<file path="config.mk">
export PLATFORM = sky130hd
export DESIGN_NAME = wiper_spi_slave
export DESIGN_NICKNAME = d
export VERILOG_FILES = /design/src/rtl/wsi_pkg.sv /design/src/rtl/wsi_bus_front.sv /design/src/rtl/wsi_serial_engine.sv /design/src/rtl/wsi_regfile.sv /design/src/rtl/wsi_tap_decode.sv /design/src/rtl/wiper_spi_slave.sv
export SDC_FILE = /design/constraint.sdc
export NUM_CORES = 1
export LEC_CHECK = 0
export ABC_AREA = 1
export BUFFER_PORTS_ARGS = -buffer_cell sky130_fd_sc_hd__buf_2
export CAP_MARGIN = 20
export CORE_ASPECT_RATIO = 0.7
export CORE_MARGIN = 5
export CORE_UTILIZATION = 35
export DETAILED_ROUTE_END_ITERATION = 16
export PLACE_DENSITY_LB_ADDON = 0.12
export RECOVER_POWER = 100
export SYNTH_ARGS = -nofsm -noshare
export SYNTH_HDL_FRONTEND = slang
export SYNTH_SLANG_ARGS = --single-unit
export TNS_END_PERCENT = 10
</file>
<file path="constraint.sdc">
create_clock -name clk -period 1.9 [get_ports clk]
set_input_delay 0.38 -clock clk [delete_from_list [all_inputs] [get_ports clk]]
set_output_delay 0.38 -clock clk [all_outputs]
set_load 0.005 [all_outputs]
</file>
<file path="src/rtl/wsi_pkg.sv">
package wsi_pkg;
   typedef enum logic [1:0] {
      PH_ADDR   = 2'd0,
      PH_INSTR  = 2'd1,
      PH_DATA   = 2'd2,
      PH_IGNORE = 2'd3
   } phase_e;

   localparam logic [3:0] OP_RD_WIPER   = 4'b1001;
   localparam logic [3:0] OP_WR_WIPER   = 4'b1010;
   localparam logic [3:0] OP_RD_STORE   = 4'b1011;
   localparam logic [3:0] OP_WR_STORE   = 4'b1100;
   localparam logic [3:0] OP_LOAD_WIPER = 4'b1101;
   localparam logic [3:0] OP_SAVE_WIPER = 4'b1110;
endpackage

</file>
<file path="src/rtl/wsi_bus_front.sv">
module wsi_bus_front (
   input  logic clk,
   input  logic rst_n,
   input  logic sck_i,
   input  logic cs_n_i,
   input  logic hold_n_i,
   output logic sck_rise_o,
   output logic sck_fall_o,
   output logic cs_rise_o,
   output logic armed_o,
   output logic paused_o
);
   logic sck_q, cs_q, armed_q, paused_q, active;

   always_ff @(posedge clk or negedge rst_n) begin
      if (!rst_n) begin
         sck_q    <= 1'b0;
         cs_q     <= 1'b0;
         armed_q  <= 1'b0;
         paused_q <= 1'b0;
      end else begin
         sck_q <= sck_i;
         cs_q  <= cs_n_i;
         if (cs_q && !cs_n_i)
            armed_q <= 1'b1;
         if (cs_n_i)
            paused_q <= 1'b0;
         else if (!sck_i)
            paused_q <= !hold_n_i;
      end
   end

   always_comb begin
      active     = armed_q && !cs_n_i && !paused_q;
      sck_rise_o = active && sck_i && !sck_q;
      sck_fall_o = active && !sck_i && sck_q;
      cs_rise_o  = !cs_q && cs_n_i;
      armed_o    = armed_q;
      paused_o   = paused_q;
   end
endmodule

</file>
<file path="src/rtl/wsi_serial_engine.sv">
module wsi_serial_engine
   import wsi_pkg::*;
#(
   parameter int          WIPER_W = 6,
   parameter int          NUM_DR  = 4,
   parameter logic [3:0]  DEV_ID  = 4'b0101,
   localparam int         IDX_W   = (NUM_DR > 1) ? $clog2(NUM_DR) : 1
) (
   input  logic               clk,
   input  logic               rst_n,
   input  logic               sck_rise_i,
   input  logic               sck_fall_i,
   input  logic               cs_rise_i,
   input  logic               armed_i,
   input  logic               paused_i,
   input  logic               si_i,
   input  logic               strap_i,
   input  logic               busy_i,
   input  logic [WIPER_W-1:0] wiper_i,
   input  logic [WIPER_W-1:0] store_i,
   output logic [IDX_W-1:0]   idx_o,
   output logic [WIPER_W-1:0] data_o,
   output logic               wr_wiper_o,
   output logic               wr_store_o,
   output logic               load_wiper_o,
   output logic               save_wiper_o,
   output logic               so_o,
   output logic               so_en_o
);
   phase_e             phase_q;
   logic [2:0]         bit_cnt_q;
   logic [6:0]         in_sr_q;
   logic [7:0]         out_sr_q;
   logic [3:0]         op_q;
   logic [IDX_W-1:0]   idx_q;
   logic               rd_mode_q;

   logic [7:0]         byte_full;
   logic [3:0]         op_now;
   logic               byte_done, addr_hit, instr_ok, data_end;
   logic               now_read, now_write;

   always_comb begin
      byte_full    = {in_sr_q, si_i};
      op_now       = byte_full[7:4];
      byte_done    = sck_rise_i && (bit_cnt_q == 3'd7);
      addr_hit     = (byte_full == {DEV_ID, 3'b000, strap_i});
      instr_ok     = byte_done && (phase_q == PH_INSTR) && !busy_i;
      data_end     = byte_done && (phase_q == PH_DATA);
      now_read     = (op_now == OP_RD_WIPER) || (op_now == OP_RD_STORE);
      now_write    = (op_now == OP_WR_WIPER) || (op_now == OP_WR_STORE);
      idx_o        = (phase_q == PH_INSTR) ? byte_full[2 +: IDX_W] : idx_q;
      data_o       = byte_full[WIPER_W-1:0];
      wr_wiper_o   = data_end && (op_q == OP_WR_WIPER);
      wr_store_o   = data_end && (op_q == OP_WR_STORE);
      load_wiper_o = instr_ok && (op_now == OP_LOAD_WIPER);
      save_wiper_o = instr_ok && (op_now == OP_SAVE_WIPER);
      so_o         = out_sr_q[7];
      so_en_o      = (phase_q == PH_DATA) && rd_mode_q;
   end

   always_ff @(posedge clk or negedge rst_n) begin
      if (!rst_n) begin
         phase_q   <= PH_ADDR;
         bit_cnt_q <= 3'd0;
         in_sr_q   <= 7'd0;
         out_sr_q  <= 8'd0;
         op_q      <= 4'd0;
         idx_q     <= '0;
         rd_mode_q <= 1'b0;
      end else if (cs_rise_i || !armed_i) begin
         phase_q   <= PH_ADDR;
         bit_cnt_q <= 3'd0;
         out_sr_q  <= 8'd0;
         rd_mode_q <= 1'b0;
      end else if (sck_rise_i) begin
         in_sr_q   <= byte_full[6:0];
         bit_cnt_q <= bit_cnt_q + 3'd1;
         if (byte_done) begin
            unique case (phase_q)
               PH_ADDR:  phase_q <= addr_hit ? PH_INSTR : PH_IGNORE;
               PH_INSTR: begin
                  if (instr_ok && (now_read || now_write)) begin
                     phase_q   <= PH_DATA;
                     op_q      <= op_now;
                     idx_q     <= byte_full[2 +: IDX_W];
                     rd_mode_q <= now_read;
                     out_sr_q  <= 8'((op_now == OP_RD_WIPER) ? wiper_i : store_i);
                  end else begin
                     phase_q <= PH_IGNORE;
                  end
               end
               PH_DATA: begin
                  phase_q   <= PH_IGNORE;
                  rd_mode_q <= 1'b0;
               end
               default: phase_q <= PH_IGNORE;
            endcase
         end
      end else if (sck_fall_i && (phase_q == PH_DATA) && rd_mode_q && (bit_cnt_q != 3'd0)) begin
         out_sr_q <= {out_sr_q[6:0], 1'b0};
      end
   end

   // nothing advances before the first chip-select fall
   p_lockout_r2: assert property (@(posedge clk) disable iff (!rst_n)
      !armed_i |=> (bit_cnt_q == 3'd0) && (phase_q == PH_ADDR));

   // an instruction completing while busy never opens a data phase
   p_busy_drop_r9: assert property (@(posedge clk) disable iff (!rst_n)
      (busy_i && byte_done && (phase_q == PH_INSTR) && !cs_rise_i && armed_i)
      |=> (phase_q == PH_IGNORE));

   // a pause freezes the bit position
   p_pause_freeze_r10: assert property (@(posedge clk) disable iff (!rst_n)
      (paused_i && !cs_rise_i) |=> $stable(bit_cnt_q));
endmodule

</file>
<file path="src/rtl/wsi_regfile.sv">
module wsi_regfile #(
   parameter int  WIPER_W     = 6,
   parameter int  NUM_DR      = 4,
   parameter int  BUSY_CYCLES = 1000,
   localparam int IDX_W       = (NUM_DR > 1) ? $clog2(NUM_DR) : 1,
   localparam int BUSY_W      = $clog2(BUSY_CYCLES + 1)
) (
   input  logic               clk,
   input  logic               rst_n,
   input  logic               wp_n_i,
   input  logic [IDX_W-1:0]   idx_i,
   input  logic [WIPER_W-1:0] data_i,
   input  logic               wr_wiper_i,
   input  logic               wr_store_i,
   input  logic               load_wiper_i,
   input  logic               save_wiper_i,
   output logic [WIPER_W-1:0] wiper_o,
   output logic [WIPER_W-1:0] store_o,
   output logic               busy_o
);
   logic [WIPER_W-1:0]        wiper_q;
   logic [WIPER_W-1:0]        store_q [NUM_DR];
   logic [NUM_DR*WIPER_W-1:0] store_flat;
   logic [BUSY_W-1:0]         busy_cnt_q;
   logic                      nv_write;

   assign nv_write = wp_n_i && (wr_store_i || save_wiper_i);

   for (genvar i = 0; i < NUM_DR; i++) begin : g_store
      always_ff @(posedge clk or negedge rst_n) begin
         if (!rst_n)
            store_q[i] <= '0;
         else if (nv_write && (idx_i == IDX_W'(i)))
            store_q[i] <= wr_store_i ? data_i : wiper_q;
      end
      assign store_flat[i*WIPER_W +: WIPER_W] = store_q[i];
   end

   always_ff @(posedge clk or negedge rst_n) begin
      if (!rst_n)
         wiper_q <= '0;
      else if (wr_wiper_i)
         wiper_q <= data_i;
      else if (load_wiper_i)
         wiper_q <= store_q[idx_i];
   end

   always_ff @(posedge clk or negedge rst_n) begin
      if (!rst_n)
         busy_cnt_q <= '0;
      else if (nv_write)
         busy_cnt_q <= BUSY_W'(BUSY_CYCLES);
      else if (busy_cnt_q != '0)
         busy_cnt_q <= busy_cnt_q - 1'b1;
   end

   assign wiper_o = wiper_q;
   assign store_o = store_q[idx_i];
   assign busy_o  = (busy_cnt_q != '0);

   // with the guard low, stored positions never change
   p_guard_hold_r7: assert property (@(posedge clk) disable iff (!rst_n)
      !wp_n_i |=> (store_flat == $past(store_flat)));

   // an accepted stored write raises busy on the next cycle
   p_busy_start_r6: assert property (@(posedge clk) disable iff (!rst_n)
      (wp_n_i && wr_store_i) |=> busy_o);
endmodule

</file>
<file path="src/rtl/wsi_tap_decode.sv">
module wsi_tap_decode #(
   parameter int  WIPER_W = 6,
   localparam int TAPS    = 1 << WIPER_W
) (
   input  logic [WIPER_W-1:0] code_i,
   output logic [TAPS-1:0]    tap_o
);
   for (genvar t = 0; t < TAPS; t++) begin : g_tap
      assign tap_o[t] = (code_i == WIPER_W'(t));
   end
endmodule

</file>
<file path="src/rtl/wiper_spi_slave.sv">
module wiper_spi_slave #(
   parameter int         WIPER_W     = 6,
   parameter int         NUM_DR      = 4,
   parameter int         BUSY_CYCLES = 1000,
   parameter logic [3:0] DEV_ID      = 4'b0101,
   localparam int        TAPS        = 1 << WIPER_W,
   localparam int        IDX_W       = (NUM_DR > 1) ? $clog2(NUM_DR) : 1
) (
   input  logic            clk,
   input  logic            rst_n,
   input  logic            sck_i,
   input  logic            cs_n_i,
   input  logic            hold_n_i,
   input  logic            si_i,
   input  logic            wp_n_i,
   input  logic            addr_strap_i,
   output logic            so_o,
   output logic            so_en_o,
   output logic [TAPS-1:0] tap_sel_o
);
   if (WIPER_W < 1 || WIPER_W > 6) begin : g_bad_width
      $error("WIPER_W must be 1..6 to fit the data byte");
   end
   if (NUM_DR < 2 || NUM_DR > 4 || (NUM_DR & (NUM_DR - 1)) != 0) begin : g_bad_depth
      $error("NUM_DR must be 2 or 4 (two-bit index field)");
   end
   if (BUSY_CYCLES < 1) begin : g_bad_busy
      $error("BUSY_CYCLES must be at least 1");
   end

   logic               sck_rise, sck_fall, cs_rise, armed, paused, busy;
   logic               wr_wiper, wr_store, load_wiper, save_wiper;
   logic [IDX_W-1:0]   idx;
   logic [WIPER_W-1:0] wdata, wiper, store;

   wsi_bus_front u_front (
      .clk        (clk),
      .rst_n      (rst_n),
      .sck_i      (sck_i),
      .cs_n_i     (cs_n_i),
      .hold_n_i   (hold_n_i),
      .sck_rise_o (sck_rise),
      .sck_fall_o (sck_fall),
      .cs_rise_o  (cs_rise),
      .armed_o    (armed),
      .paused_o   (paused)
   );

   wsi_serial_engine #(.WIPER_W(WIPER_W), .NUM_DR(NUM_DR), .DEV_ID(DEV_ID)) u_engine (
      .clk          (clk),
      .rst_n        (rst_n),
      .sck_rise_i   (sck_rise),
      .sck_fall_i   (sck_fall),
      .cs_rise_i    (cs_rise),
      .armed_i      (armed),
      .paused_i     (paused),
      .si_i         (si_i),
      .strap_i      (addr_strap_i),
      .busy_i       (busy),
      .wiper_i      (wiper),
      .store_i      (store),
      .idx_o        (idx),
      .data_o       (wdata),
      .wr_wiper_o   (wr_wiper),
      .wr_store_o   (wr_store),
      .load_wiper_o (load_wiper),
      .save_wiper_o (save_wiper),
      .so_o         (so_o),
      .so_en_o      (so_en_o)
   );

   wsi_regfile #(.WIPER_W(WIPER_W), .NUM_DR(NUM_DR), .BUSY_CYCLES(BUSY_CYCLES)) u_regs (
      .clk          (clk),
      .rst_n        (rst_n),
      .wp_n_i       (wp_n_i),
      .idx_i        (idx),
      .data_i       (wdata),
      .wr_wiper_i   (wr_wiper),
      .wr_store_i   (wr_store),
      .load_wiper_i (load_wiper),
      .save_wiper_i (save_wiper),
      .wiper_o      (wiper),
      .store_o      (store),
      .busy_o       (busy)
   );

   wsi_tap_decode #(.WIPER_W(WIPER_W)) u_taps (
      .code_i (wiper),
      .tap_o  (tap_sel_o)
   );

   // output stays released while chip select is high
   p_so_release_r5: assert property (@(posedge clk) disable iff (!rst_n)
      ($past(cs_n_i) && cs_n_i) |-> !so_en_o);

   // exactly one tap is selected
   p_one_tap_r12: assert property (@(posedge clk) disable iff (!rst_n)
      $countones(tap_sel_o) == 1);
endmodule

</file>
==> results.cfg <==
[yosys]
syn_inst = 618
synth_cell_types = 32
synth_nets = 631
ys_seq_area_frac = 0.4068
yosysWarnings = 0
ys_ff_latch = 71
avgSynthCellArea_um2 = 7.068
syn-cell-area_mm2 = 0.004368

[layout]
final_util = 0.4383
drive_above_1_share = 0.2193
final_cell_mix = nand2_1, nor2_1, buf_2, dfrtp_1, inv_1
n_fill_cell = 1309
antenna_cells = 0
nets = 726
area_delta_synth_final_pct = 23.80
final_common_cell = nand2_1

[die]
io_pins = 74
row_count = 34
die_w_um = 143.5
dieArea_mm2 = 0.01485
die_y_um = 103.5
core-area_mm2 = 0.01234
initial_core_util = 0.3541

[worst_setup_path]
start_kind = register
crit_type = reg -> out
crit_arrival_ns = 1.57
crit_required_ns = 1.52
cp-end-kind = output port
cp_max_fo = 7

[sta]
post-route-period-util = 1.027
fin_crit_ns = 1.952
maxSlewHeadroom = 0.3339
fin_ws_ns = -0.05192
grt_setup_unrepaired = yes
skew_ns = 0.005331
finalSetupViolations = 46
drv_slew = 0
max_freq_mhz = 512.3
hold_viol = 0
worstMarginPinSlew_ns = 0.9991

[global_routing]
first_global_vias = 4082
grt_usage = 0.1774
grt_pass1_wl_um = 20890
grt_max_degree = 72
antenna_found_initial = 0
grt_remaining_overflow = 0

[detailed_routing]
remaining_drc_errors = 0
drtIter0Drc = 362
wl_um = 12880
dr.pass1.iters = 5
via_per_inst = 4.972
num_vias = 4365
wl_per_cell_um = 14.66
ant_nets = 0

[clocking]
clkLatencyLatePin_ns = 0.33
cts_htree_levels = 3
clk_path_buf_depth = 2
cts_tree = built
cts-root-buf = clkbuf_16
cts_hold_buf = 0
clkTransAtPathRegs_ns = 0.05
clock-sinks = 71
cts_made_buffers = 9

[power]
vdd.ir_drop.worst_uv = 425.9
leakagePower_nw = 2.888
p_int_mw = 2.654
clkPwrFrac = 0.431
powerDensity_mw_per_mm2 = 658.8
comb_power_share = 0.101
switching_share = 0.2550
switchingPower_mw = 0.9085
p_seq_frac = 0.468
total_power_mw = 3.563

[worst_hold_path]
hp-class = in -> reg

[status]
status = complete, but fails checks
violations = setup timing

[place]
gp_congestion = 0.8734
dpl.hpwl_um = 9519
io_buffers = 73

[flow_run]
cap_violations = 0
path summary, 6_finish.rpt:
check / slack, ns / endpoint / cells after the start / startpoint
setup / recovery: -0.05 / tap_sel_o[48] / 4 / u_regs.wiper_o[1]
hold / removal: 0.17 / u_front.sck_q / 1 / sck_i
setup reg to reg: -0.05 / u_regs.busy_cnt_q[3] / 12 / u_regs.busy_cnt_q[0]
hold reg to reg: 0.44 / u_engine.op_q[3] / 2 / u_engine.op_q[3]
max in group asynchronous: 0.88 / u_regs.wiper_o[3] / 2 / rst_n
min in group asynchronous: 0.32 / u_front.sck_q / 2 / rst_n
metrics by stage:
step           cells  TNS (ns)  hold WS [ns]  setup slack (ns)  cell area [um^2]
2_1_floorplan    618         0       0.08441            0.1688              4368
3_3_place_gp     857         0        0.4331          0.008287              5034
3_5_place_dp     857  -0.07667        0.4381          -0.02641              5034
4_1_cts          871   -0.7430       0.08986          -0.04701              5315
5_1_grt          878    -12.18        0.1611           -0.1769              5408
6_report         878    -1.024        0.1685          -0.05192              5408
power groups by stage:
| stage | sequential, mW | combinational (mW) | clock [mW] |
|---|---|---|---|
| 6_report | 1.67 | 0.359 | 1.54 |
| 5_1_grt | 1.68 | 0.416 | 1.65 |
| 4_1_cts | 1.66 | 0.363 | 1.58 |
| 3_5_place_dp | 1.69 | 0.359 | 0 |
| 3_3_place_gp | 1.69 | 0.359 | 0 |
| 2_1_floorplan | 1.67 | 0.210 | 0 |
timing repair:
action | CTS | global route
endpoints found under the setup margin | 65 | 117
gates resized for setup | 6 | 21
pin swaps | 0 | 3
hold endpoints to repair | 0 | 0
cloned | 0 | 1
buffers inserted | 0 | 6
synth_stat cells:
cell type,count,area share
and2_1,1,0.0014
nand3_1,43,0.049
nor3_2,1,0.0023
a21oi_1,16,0.018
buf_2,8,0.0092
o21ai_0,29,0.033
clkbuf_1,8,0.0069
nor3_4,1,0.0037
inv_1,46,0.040
inv_2,3,0.0026
nand2_2,5,0.0072
o21ai_1,8,0.0092
nor2_2,4,0.0057
o21ai_4,1,0.0037
nand3_2,6,0.014
xnor2_1,2,0.0040
nand4_1,35,0.050
nand3b_1,1,0.0017
buf_6,2,0.0052
nand3_4,2,0.0080
nand2_4,1,0.0026
nand2_1,198,0.17
inv_4,1,0.0014
buf_4,2,0.0034
dfrtp_1,71,0.41
nor3_1,3,0.0034
nor3b_1,2,0.0034
ha_1,5,0.014
or2_1,1,0.0014
nor2_4,8,0.021
xor2_1,7,0.014
nor2_1,97,0.083
layer usage:
metal / up-vias / track usage / part of all wire
li1: 2182 / - / -
met2: 123 / 0.2567 / 0.44
met3: 15 / 0.03906 / 0.048
met5: - / 0 / 0
met1: 2045 / 0.2722 / 0.51
met4: 0 / 0.03546 / 0.0088
critical path, cell delays in order (launching register included):
cell	delay, ns
dfrtp_1	0.47
nor2_1	0.32
nand2_1	0.17
nor2_1	0.14
buf_2	0.14
cell type report:
class | count | area [um^2] | area share
Clock buffer | 13 | 260.3 | 0.04813
Clock inverter | 1 | 5.005 | 0.0009255
Inverter | 50 | 192.7 | 0.03563
Multi-Input combinational cell | 477 | 2356 | 0.4357
Sequential cell | 71 | 1780 | 0.3292
Tap cell | 162 | 202.7 | 0.03748
Timing Repair Buffer | 104 | 610.6 | 0.1129
cell families (layout without fill, tap and decap cells):
family / Yosys count / count (layout) / share of synthesized area
simple gates: 409 / 409 / 0.4282
xor+xnor: 9 / 9 / 0.01805
compound gates: 54 / 54 / 0.06445
fa+ha+maj: 5 / 5 / 0.01432
flops: 71 / 71 / 0.4068
buf+inv: 70 / 168 / 0.06818
state kept, by name (all words and copies together) (netlist names), 2 cells and up:
signal and cells:
u_regs.wiper_o 6, u_engine.in_sr_q 7, u_engine.phase_q 2, u_engine.out_sr_q 8, u_engine.bit_cnt_q 3, u_regs.store_flat 24, u_engine.op_q 4, u_engine.idx_q 2
u_regs.busy_cnt_q 10
Power figures use the tool's default switching activity.
